`config.mk`:
```
export PLATFORM = sky130hd
export DESIGN_NAME = hyb_fb_divider
export DESIGN_NICKNAME = d
export VERILOG_FILES = /design/src/rtl/hyb_pkg.sv /design/src/rtl/hyb_prescaler.sv /design/src/rtl/hyb_mod_accum.sv /design/src/rtl/hyb_div_by_m.sv /design/src/rtl/hyb_fb_divider.sv
export SDC_FILE = /design/constraint.sdc
export NUM_CORES = 1
export LEC_CHECK = 0
export ABC_AREA = 1
export CAP_MARGIN = 15
export CORE_MARGIN = 8
export CORE_UTILIZATION = 56
export CTS_CLUSTER_SIZE = 10
export DETAILED_ROUTE_END_ITERATION = 16
export GPL_TIMING_DRIVEN = 0
export PLACE_DENSITY = 0.77
export REMOVE_ABC_BUFFERS = 1
export SYNTH_ARGS = -nofsm -noshare
export SYNTH_HDL_FRONTEND = slang
export SYNTH_HIERARCHICAL = 1
export SYNTH_SLANG_ARGS = --single-unit
```
`constraint.sdc`:
```
create_clock -name clk -period 3 [get_ports clk]
set_input_delay 0.3 -clock clk [delete_from_list [all_inputs] [get_ports clk]]
set_output_delay 0.3 -clock clk [all_outputs]
set_load 0.03 [all_outputs]
```
`src/rtl/hyb_pkg.sv`:
```
package hyb_pkg;
  typedef enum logic {
    DIV_FRAC = 1'b0,
    DIV_INT  = 1'b1
  } div_mode_e;
  localparam int PATH_FB  = 0;
  localparam int PATH_REF = 1;
  localparam int NUM_PATH = 2;
endpackage

```
`src/rtl/hyb_prescaler.sv`:
```
module hyb_prescaler #(
  parameter int NW = 8
) (
  input  logic          clk,
  input  logic          rst,
  input  logic [NW-1:0] n_div,
  input  logic          mod_hi,
  output logic          term
);
  logic [NW:0] cnt;
  logic [NW:0] div_len;

  assign div_len = {1'b0, n_div} + {{NW{1'b0}}, mod_hi};
  assign term    = (cnt >= div_len - 1'b1);

  always_ff @(posedge clk) begin
    if (rst)       cnt <= '0;
    else if (term) cnt <= '0;
    else           cnt <= cnt + 1'b1;
  end


  pres_restart_chk: assert property (@(posedge clk) disable iff (rst)
    (term && n_div >= 2) |=> !term);
endmodule

```
`src/rtl/hyb_mod_accum.sv`:
```
module hyb_mod_accum #(
  parameter int M = 64,
  localparam int KW = (M > 1) ? $clog2(M) : 1
) (
  input  logic          clk,
  input  logic          rst,
  input  logic          step,
  input  logic [KW-1:0] k_chan,
  output logic          mod_hi
);
  localparam logic [KW:0] M_L = (KW+1)'(M);
  logic [KW-1:0] acc;
  logic [KW:0]   sum;
  logic          wrap;

  assign sum  = {1'b0, acc} + {1'b0, k_chan};
  assign wrap = (sum >= M_L);

  always_ff @(posedge clk) begin
    if (rst) begin
      acc    <= '0;
      mod_hi <= 1'b0;
    end else if (step) begin
      acc    <= wrap ? KW'(sum - M_L) : KW'(sum);
      mod_hi <= wrap;
    end
  end


  acc_range_chk: assert property (@(posedge clk) disable iff (rst)
    (k_chan < KW'(M - 1) + 1'b1) |-> ({1'b0, acc} < M_L));

  mod_stable_chk: assert property (@(posedge clk) disable iff (rst)
    !step |=> $stable(mod_hi));
endmodule

```
`src/rtl/hyb_div_by_m.sv`:
```
module hyb_div_by_m #(
  parameter int M = 64,
  localparam int CW = (M > 1) ? $clog2(M) : 1
) (
  input  logic clk,
  input  logic rst,
  input  logic en,
  input  logic tick,
  output logic term
);
  logic [CW-1:0] cnt;

  assign term = en && tick && (cnt == CW'(M - 1));

  always_ff @(posedge clk) begin
    if (rst || !en) cnt <= '0;
    else if (tick)  cnt <= term ? '0 : cnt + 1'b1;
  end


  cnt_range_chk: assert property (@(posedge clk) disable iff (rst)
    ({1'b0, cnt} < (CW+1)'(M)));
endmodule

```
`src/rtl/hyb_fb_divider.sv`:
```
module hyb_fb_divider #(
  parameter int NW = 8,
  parameter int M  = 64,
  localparam int KW = (M > 1) ? $clog2(M) : 1
) (
  input  logic          clk,
  input  logic          rst,
  input  logic          mode_int,
  input  logic [NW-1:0] n_div,
  input  logic [KW-1:0] k_chan,
  input  logic          ref_tick,
  output logic          fb_pulse,
  output logic          ref_pulse
);
  import hyb_pkg::*;

  div_mode_e mode;
  logic      pre_term;
  logic      mod_hi;
  logic [NUM_PATH-1:0] path_in;
  logic [NUM_PATH-1:0] path_div;

  assign mode = div_mode_e'(mode_int);

  hyb_prescaler #(.NW(NW)) u_pres (
    .clk(clk), .rst(rst), .n_div(n_div), .mod_hi(mod_hi), .term(pre_term)
  );

  hyb_mod_accum #(.M(M)) u_acc (
    .clk(clk), .rst(rst), .step(pre_term), .k_chan(k_chan), .mod_hi(mod_hi)
  );

  assign path_in[PATH_FB]  = pre_term;
  assign path_in[PATH_REF] = ref_tick;

  for (genvar p = 0; p < NUM_PATH; p++) begin : g_path
    hyb_div_by_m #(.M(M)) u_divm (
      .clk(clk), .rst(rst), .en(mode == DIV_INT),
      .tick(path_in[p]), .term(path_div[p])
    );
  end

  always_ff @(posedge clk) begin
    if (rst) begin
      fb_pulse  <= 1'b0;
      ref_pulse <= 1'b0;
    end else begin
      fb_pulse  <= (mode == DIV_INT) ? path_div[PATH_FB]  : path_in[PATH_FB];
      ref_pulse <= (mode == DIV_INT) ? path_div[PATH_REF] : path_in[PATH_REF];
    end
  end


  fb_single_chk: assert property (@(posedge clk) disable iff (rst)
    (fb_pulse && n_div >= 2) |=> !fb_pulse);

  ref_pass_chk: assert property (@(posedge clk) disable iff (rst)
    (!$past(mode_int) && !$past(rst)) |-> (ref_pulse == $past(ref_tick)));
endmodule

```
==> reports/qor.txt, run 1 <==
Die Width - 74.8 um
Leak - 0.00106 uW
YS warnings - 6
Iter 0 DRT Violations - 57
Crit path kind - input pin to flip-flop
Post-synth top area share - 31.0%
Seq/Total Area, Yosys - 31.0%
Final count of hold timing violations - 0
Area of the multi-input gates - 0.00118 sq mm
First-pass GRT wire length - 5920 um
Period utilization - 91.5%
CP max FO - 18
Total net switching power - 215 uW
Final Instance Count excl. Fillers - 343
# placed instances - 335
Clock Power Share - 38.1%
Final Max Slew Viols - 0
Pwr Total - 851 uW
Pwr Density - 375 mW/mm^2
Number of global-route vias before repair - 1,452
Total congestion overflow - 0
Die H - 74.8 um
Measured slew at the worst slew-check pin - 0.357 ns
CP endpoint kind - flip-flop
Number of synthesized register bits - 30
Fillers - 307
Max-cap violations - 0
Syn Area/Cell - 7.14 sq um
Nets@finish - 335
HP Class - flip-flop to flip-flop
Worst endpoint required time - 3.27 ns
Routed vias/inst - 4.69
Drt pass-1 iters - 5
Vias - 1,610
Layout cells sized above 1 - 9.76%
Cell-internal power - 636 uW
Top cells by count, synth - 54 x nand2_1, 45 x nor2_1, 40 x inv_1
Unrepaired setup endpoints after global routing - no
CTS tree - built
Worst-path clk slew - 0.11 ns
Crit path launch type - input pin
Area leader, netlist - dfxtp_1
Logic gate share of total power - 13.3%
Register Area - 601 sq um
Sw Ratio - 25.3%
Synthesized area - 0.00194 sq mm
IO Pins - 20
Ys flop type - dfxtp_1
Crit path DAT - 3.02 ns
CTS Buf Count - 5
Initial antenna violation count - 0
DP Worst Slack - -0.387 ns
Post-synth EDFFs - 0
Async S/R FF share, synth - 0%
Status - complete, no violations
Hold_ws - 0.475 ns
H-tree Lvls - 2
# DRC - 0
Longest Clk Path Bufs - 2
Synth cell types - 26
Diode count - 0
Worst-Skew Late Latency - 0.33 ns
Total GRT Usage - 13.6%
Top-count cell post-synth - nand2_1
CTS Root Cell - clkbuf_4
Fmax - 364 MHz
Largest net degree at the start of global routing - 19
Synth area leaders - dfxtp_1 31%, ha_1 13%, nand2_1 10%
Row count - 21
Slew HR - 76.2%
Synth Instances - 271
Clk_skew - 0.00973 ns
Routability cong. - 0.789
Initial Util - 58.0%
DRT Wirelength - 3430 um
Die Area - 0.00559 sq mm
Wire per inst - 10.0 um
Final WS setup - 0.255 ns
Setup-failing EPs final - 0
P&R area growth vs syn - 17.2%
Tmin final - 2.75 ns
Post-CTS Setup Bufs - 0
Routed Antenna Nets - 0
IO buf count - 19
Clock Sinks - 30
Dpl hpwl - 2650 um
VDD IR max - 0.000265 V
Core ar. - 0.00334 sq mm
Sequential share of power - 48.6%
## power by group through the flow
stage	Clock, uW	Sequential [uW]	Combinational [uW]
2_1_floorplan	0	424	66.2
3_3_place_gp	0	423	111
3_5_place_dp	0	423	113
4_1_cts	334	414	114
5_1_grt	358	415	130
6_report	324	414	113
## cell usage in the layout, fill, tap and decap left out, drive strengths merged
| cell | Yosys | routed |
|---|---|---|
| o21ai | 8 | 8 |
| nand3b | 1 | 1 |
| nand2 | 60 | 60 |
| o21a | 1 | 1 |
| xnor2 | 6 | 6 |
| xor2 | 9 | 9 |
| nor3 | 1 | 1 |
| a21o | 1 | 1 |
| o21bai | 2 | 2 |
| clkinvlp | 0 | 2 |
| dfxtp | 30 | 30 |
| nand4 | 2 | 2 |
| clkdlybuf4s50 | 0 | 19 |
| a21oi | 11 | 11 |
| nor3b | 2 | 2 |
| fa | 1 | 1 |
| clkbuf | 0 | 5 |
| or2 | 1 | 1 |
| ha | 20 | 20 |
| nor2 | 53 | 53 |
| inv | 42 | 42 |
| bufinv | 0 | 1 |
| nand3 | 19 | 19 |
## path summary, 6_finish.rpt
kind | from | endpoint | slack [ns] | cells after the start
worst min-delay path | u_acc/mod_hi | u_acc/mod_hi | 0.48 | 2
worst min register to register | u_acc/mod_hi | u_acc/mod_hi | 0.48 | 2
worst max-delay path | n_div[0] | fb_pulse | 0.25 | 21
worst max register to register | u_acc/mod_hi | fb_pulse | 0.33 | 20
## sequential cells by signal, summed over array words and instances (netlist names)
name               count
u_pres/cnt             9
g_path.u_divm/cnt     12
u_acc/mod_hi           1
fb_pulse               1
u_acc/acc              6
ref_pulse              1
## final cells by class
cell class | instances | area share (%)
inverter | 42 | 6.95
multi-input combinational | 198 | 52.0
timing repair buffer | 19 | 8.38
clock inverter | 3 | 1.99
tap | 46 | 2.54
sequential | 30 | 26.5
clock buffer | 5 | 1.65
## metrics by stage
stage / setup TNS [ns] / area [sq um] / utilization, %
final: 0 / 2270 / 68.0
after global routing: 0 / 2270 / 68.0
after CTS: 0 / 2260 / 67.8
after detailed placement: -1.93 / 2180 / 65.3
after global placement: -1.61 / 2180 / 65.3
after floorplan: 0 / 1930 / -
## critical path, cell delays in order
cell	delay, ns
clkdlybuf4s50_1	0.40
inv_1	0.06
ha_1	0.21
ha_1	0.23
nand2_1	0.08
xor2_1	0.15
ha_1	0.30
nand2_1	0.07
nor2_1	0.10
nand2_1	0.05
nand3_1	0.06
nand2_1	0.13
nand2_4	0.21
nand3_1	0.13
inv_1	0.12
nand3_1	0.12
inv_1	0.07
inv_1	0.04
nand2_1	0.05
nand2_1	0.05
nor2_1	0.10
## what timing repair did
action | 4_1_cts | 5_1_grt
gates resized for setup | 1 | 1
hold buffers | 0 | 0
setup endpoints to repair | 1 | 1
## kinds of logic (layout without fill, tap and decap cells)
family	after synthesis	after routing	synth area share [%]
DFF	30	30	31.0
xor gates and xnor gates	15	15	6.79
AOI/OAI and AO/OA	23	23	6.46
and+or+nand+nor	139	139	33.4
adders and majority gates	21	21	14.0
buffers and inverters	43	69	8.40
## metal layers
layer | GRT usage, % | routed length (um) | vias to the layer above
li1 | - | - | 897
met4 | 5.22 | 51 | 0
met2 | 21.8 | 1580 | 17
met3 | 4.66 | 134 | 6
met5 | 0 | 0 | -
met1 | 16.3 | 1670 | 690
Power figures use the tool's default switching activity.
==> run 2: changes to the inputs <==
- SETUP_SLACK_MARGIN: unset -> 0.5
==> run 2 against run 1 <==
  * Maximum frequency rose by 15%
  * Worst setup slack better by 0.37 ns
  * Critical path depth down 2
  * Sequential power about the same
  * Hold slack worse by 0.0011 ns
  * Total power increased by 0.80%
  * Via count rose by 3.7%
  * Clock skew grew 0.0018 ns
  * Core utilization is 2.7 points higher
  * Wire length grew 5.6%
  * Critical path type unchanged
==> reports/qor.txt, run 2 (synthesis results as in run 1) <==
Commonest non-fill, non-tap cells in the layout - 52 x nand2_1, 45 x nor2_1, 38 x inv_1
Worst-Skew Late Latency - 0.33 ns
Vias - 1,670
Most used cell, CP - nand2_1
Dpl hpwl - 2650 um
IO Pins - 20
Fmax - 421 MHz
Drt pass-1 iters - 4
Final count of hold timing violations - 0
Crit path buf inv count - 3
Clk_skew - 0.0115 ns
CTS tree - built
CTS Buf Count - 5
Crit path from - n_div[0]
Layout cells sized above 1 - 13.9%
Crit path kind - input pin to flip-flop
Most common cell after layout, fill and taps aside - nand2_1
Total GRT Usage - 14.2%
Routed vias/inst - 4.80
Status - complete, no violations
Fillers - 289
Iter 0 DRT Violations - 56
Hold_ws - 0.474 ns
Worst-path clk slew - 0.11 ns
Crit path launch type - input pin
Die Area - 0.00559 sq mm
Worst endpoint required time - 3.24 ns
Core ar. - 0.00334 sq mm
DRT Wirelength - 3620 um
Clock Sinks - 30
HP Class - flip-flop to flip-flop
Die H - 74.8 um
Largest net degree at the start of global routing - 13
Number of global-route vias before repair - 1,490
CP endpoint kind - flip-flop
CTS Root Cell - clkbuf_4
Total congestion overflow - 0
Worst Setup EP - g_path[0].u_divm/cnt[5]
Diode count - 0
CP max FO - 12
Die Width - 74.8 um
Pwr Total - 858 uW
P&R area growth vs syn - 21.9%
Flop-to-flop setup slack - 0.68 ns
Critical R2R Launch - u_acc/mod_hi
Routed Antenna Nets - 0
Reg2Reg Depth - 18
Final Max Slew Viols - 0
Slowest-stage cell, CP - clkdlybuf4s50_1
CP Depth - 19
Fin util - 70.7%
Slew HR - 75.8%
Design Area, Final - 0.00236 sq mm
First-pass GRT wire length - 6180 um
Max-cap violations - 0
Crit path DAT - 2.62 ns
Regs by FF count - g_path.u_divm/cnt x12, u_pres/cnt x9, u_acc/acc x6
Final WS setup - 0.622 ns
Setup-failing EPs final - 0
Initial antenna violation count - 0
Area of the multi-input gates - 0.00123 sq mm
Critical path's top delay family - simple AND/OR/NAND/NOR gates
Period utilization - 79.3%
Initial Util - 58.0%
Wire per inst - 10.4 um
Unrepaired setup endpoints after global routing - yes
IO buf count - 19
Pwr Density - 364 mW/mm^2
Max stage delay on crit path - 0.41 ns
DP Worst Slack - -0.387 ns
Row count - 21
Measured slew at the worst slew-check pin - 0.362 ns
H-tree Lvls - 2
Routability cong. - 0.789
# DRC - 0
CP Cell Sequence - clkdlybuf4s50_1 > inv_2 > ha_4 > ha_4 > nand2_1 > xor2_1 > ha_1 > nand2_1 > nor2_1 > nand2_1 > nand3_1 > nand2_2 > nand2_4 > buf_6 > nand2_2 > nor2_4 > nand3_1 > nand2_1 > nor2_2
Longest Clk Path Bufs - 2
VDD IR max - 0.000279 V
Leak - 0.00109 uW
Post-cts hold buffer count - 0
Register Area - 601 sq um
Worst r2r dst - g_path[0].u_divm/cnt[5]
Tmin final - 2.38 ns
Reg with most FFs - g_path.u_divm/cnt
Largest register FFs - 12
Nets@finish - 340
Cell Area, Placed - 0.00218 sq mm
[run 2: changes by cell type in the layout (fill, tap and decap cells not counted), sizes merged]
cell | before | now
buf | 0 | 5
[run 2: layout make-up]
cell class | instances | share of cell area, %
Clock buffer | 5 | 1.59
Clock inverter | 3 | 1.91
Tap cell | 46 | 2.44
Inverter | 42 | 6.68
Multi-Input combinational cell | 198 | 52.1
Sequential cell | 30 | 25.5
Timing Repair Buffer | 24 | 9.81
[run 2: worst min-delay path by stage]
stage | from | endpoint | slack (ns) | cells after the start
floorplan | rst | u_acc/mod_hi | 0.37 | 1
global placement | g_path[0].u_divm/cnt[4] | g_path[0].u_divm/cnt[4] | 0.45 | 2
detailed placement | u_acc/mod_hi | u_acc/mod_hi | 0.46 | 2
CTS | u_acc/mod_hi | u_acc/mod_hi | 0.48 | 2
global route | u_pres/cnt[0] | u_pres/cnt[0] | 0.51 | 1
finish | u_acc/mod_hi | u_acc/mod_hi | 0.47 | 2
[run 2: worst min-delay path: stages, from the launching register on]
cell     delay (ns)
dfxtp_1        0.32
nand2_1        0.06
a21oi_1        0.05
[run 2: power breakdown]
group / internal [uW] / switching, uW
clock: 175 / 149
combinational: 58.0 / 62.3
sequential: 406 / 7.54
total: 639 / 219
[run 2: timing repair]
action | 4_1_cts | 5_1_grt
setup buffers | 2 | 3
gates resized for setup | 8 | 7
pin swaps | 1 | 3
setup endpoints to repair | 14 | 5
[run 2: metal layers]
metal	part of all wire [%]	vias up	wire length (um)	global-route usage, %
li1	-	908	-	-
met1	45	731	1630	16.7
met2	49	25	1780	23.3
met3	4.7	6	169	4.66
met4	1.4	0	51	5.22
met5	0	-	0	0
[run 2: metrics by stage]
stage	setup TNS, ns	instances
3_3_place_gp	-1.61	335
3_5_place_dp	-1.93	335
5_1_grt	0	348
6_report	0	348
4_1_cts	0	345
2_1_floorplan	0	270
==> run 3: changes to the inputs <==
- CORE_UTILIZATION: 56 -> 51
- PLACE_DENSITY: 0.77 -> 0.74
- clock period: 3 -> 2.1 ns (I/O delays scaled with it)
==> run 3 against run 2 <==
  * The flow now finishes with violations (setup timing)
  * Global-route usage fell by 0.84 points
  * Flip-flop and latch count did not move
  * Clock skew fell by 0.0041 ns
  * Worst setup slack got worse by 0.87 ns
  * Largest cell class unchanged
  * First-iteration DRC count rose by 43%
  * Count of clock-buffer cells in the layout did not move
  * Hold slack improved by 0.0045 ns
  * Sequential share of layout area fell by 2.3 points
  * Clock power rose by 77%
  * Core utilization rose by 0.17 points
  * Critical path depth fell by 2
  * Combinational power rose by 61%
==> reports/qor.txt, run 3 (synthesis results as in run 1) <==
VDD IR max - 0.000372 V
IO buf count - 19
Leak - 0.00121 uW
HP Class - flip-flop to flip-flop
Die Area - 0.00602 sq mm
Drt pass-1 iters - 4
Iter 0 DRT Violations - 80
Number of global-route vias before repair - 1,605
Critical R2R Launch - u_acc/mod_hi
Diode count - 0
Status - finished with violations
Die Width - 77.6 um
Reg2Reg Depth - 17
DP Worst Slack - -1.21 ns
Period utilization - 112%
CTS tree - built
Max stage delay on crit path - 0.33 ns
Hold_ws - 0.478 ns
Nets@finish - 347
Commonest non-fill, non-tap cells in the layout - 46 x nand2_1, 39 x nor2_1, 33 x inv_1
# DRC - 0
Largest register FFs - 12
Row count - 22
Critical path's top delay family - adder cells
H-tree Lvls - 2
Final WS setup - -0.251 ns
CTS Buf Count - 5
Worst r2r dst - u_pres/cnt[3]
Worst Setup EP - u_pres/cnt[3]
Reg with most FFs - g_path.u_divm/cnt
Flop-to-flop setup slack - -0.25 ns
Regs by FF count - g_path.u_divm/cnt x12, u_pres/cnt x9, u_acc/acc x6
Pwr Density - 524 mW/mm^2
Slew HR - 77.1%
Crit path kind - flip-flop to flip-flop
Measured slew at the worst slew-check pin - 0.342 ns
CP Cell Sequence - inv_2 > ha_4 > ha_4 > nand2_4 > xor2_2 > ha_1 > nand2_1 > nor2_1 > nand2_1 > nand3_2 > nand2_4 > buf_4 > buf_6 > buf_6 > buf_6 > nand3_4 > nor2_1
Total GRT Usage - 13.3%
Vias - 1,751
Most common cell after layout, fill and taps aside - nand2_1
Crit path launch type - flip-flop
Violated checks - setup timing
Slowest-stage cell, CP - dfxtp_2
Routability cong. - 0.821
Clock Sinks - 30
Dpl hpwl - 2620 um
Worst endpoint required time - 2.28 ns
Core ar. - 0.00366 sq mm
Initial antenna violation count - 0
CP Depth - 17
Wire per inst - 11.8 um
Setup TNS - -4.26 ns
Total congestion overflow - 0
IO Pins - 20
Largest net degree at the start of global routing - 13
Worst-Skew Late Latency - 0.29 ns
CP endpoint kind - flip-flop
Routed vias/inst - 4.90
Initial Util - 52.9%
CP max FO - 5
DRT Wirelength - 4200 um
Crit path buf inv count - 5
Clk_skew - 0.00736 ns
Most used cell, CP - buf_6
Max-cap violations - 0
Post-cts hold buffer count - 0
Fmax - 425 MHz
P&R area growth vs syn - 34.1%
CTS Root Cell - clkbuf_8
First-pass GRT wire length - 6710 um
Final Max Slew Viols - 0
Unrepaired setup endpoints after global routing - yes
Die H - 77.6 um
Layout cells sized above 1 - 24.3%
Routed Antenna Nets - 0
Crit path DAT - 2.53 ns
Crit path from - u_acc/mod_hi
Final count of hold timing violations - 0
Worst-path clk slew - 0.06 ns
Setup-failing EPs final - 23
Tmin final - 2.35 ns
Longest Clk Path Bufs - 2
run 3: cell count changes in the layout (fill, tap and decap cells not counted), moves of 5 or more:
cell | before | now
o21ai_1 | 0 | 5
clkbuf_8 | 0 | 5
buf_6 | 1 | 7
nor2_2 | 5 | 10
inv_1 | 38 | 33
clkbuf_4 | 5 | 0
nor2_1 | 45 | 39
o21ai_0 | 8 | 3
inv_2 | 4 | 9
nand2_1 | 52 | 46
run 3: through the flow:
step	total power [uW]	cells	util (%)	area, sq um
after floorplan	701	270	-	1930
after detailed placement	766	337	59.6	2180
after global placement	763	337	59.6	2180
after global routing	1420	357	70.9	2590
final	1360	357	70.9	2590
after CTS	1360	354	67.8	2480
run 3: worst min path at each step:
| stage | from | slack (ns) | to | cells after the start |
|---|---|---|---|---|
| floorplan | rst | 0.28 | u_acc/mod_hi | 1 |
| global placement | g_path[1].u_divm/cnt[4] | 0.45 | g_path[1].u_divm/cnt[4] | 2 |
| finish | u_acc/mod_hi | 0.48 | u_acc/mod_hi | 2 |
| global route | u_acc/mod_hi | 0.51 | u_acc/mod_hi | 2 |
| detailed placement | u_acc/mod_hi | 0.46 | u_acc/mod_hi | 2 |
| CTS | u_acc/mod_hi | 0.47 | u_acc/mod_hi | 2 |
run 3: cell type report:
| class | count | area [sq um] |
|---|---|---|
| tap | 48 | 60.1 |
| sequential | 30 | 602 |
| multi-input combinational | 199 | 1370 |
| clock buffer | 5 | 68.8 |
| timing repair buffer | 30 | 298 |
| clock inverter | 3 | 40.0 |
| inverter | 42 | 158 |
| fill | 304 | 1070 |
run 3: repair_timing:
| item | in CTS | in global routing |
|---|---|---|
| endpoints found under the setup margin | 23 | 23 |
| pin swaps | 18 | 17 |
| gates cloned | 1 | 0 |
| buffers inserted | 8 | 3 |
| resized for setup | 37 | 24 |
run 3: power breakdown:
group / switching (uW) / internal, uW
clock: 225 / 349
sequential: 11.0 / 581
combinational: 102 / 90.9
run 3: layer usage:
layer	up-vias	global-route usage (%)	part of all wire, %
met5	-	0	0
met4	0	4.53	1.3
met3	7	4.15	3.6
met2	19	23.5	50
met1	802	14.7	45
li1	923	-	-
run 3: worst register-to-register path, delay by kind of cell, from the launching register on:
family                   cells  cell delay [ns]
adder cells (fa/ha/maj)      3             0.64
flip-flops                   1             0.33
buffers and inverters        5             0.54
XOR/XNOR                     1             0.15
AND/OR/NAND/NOR              8             0.59
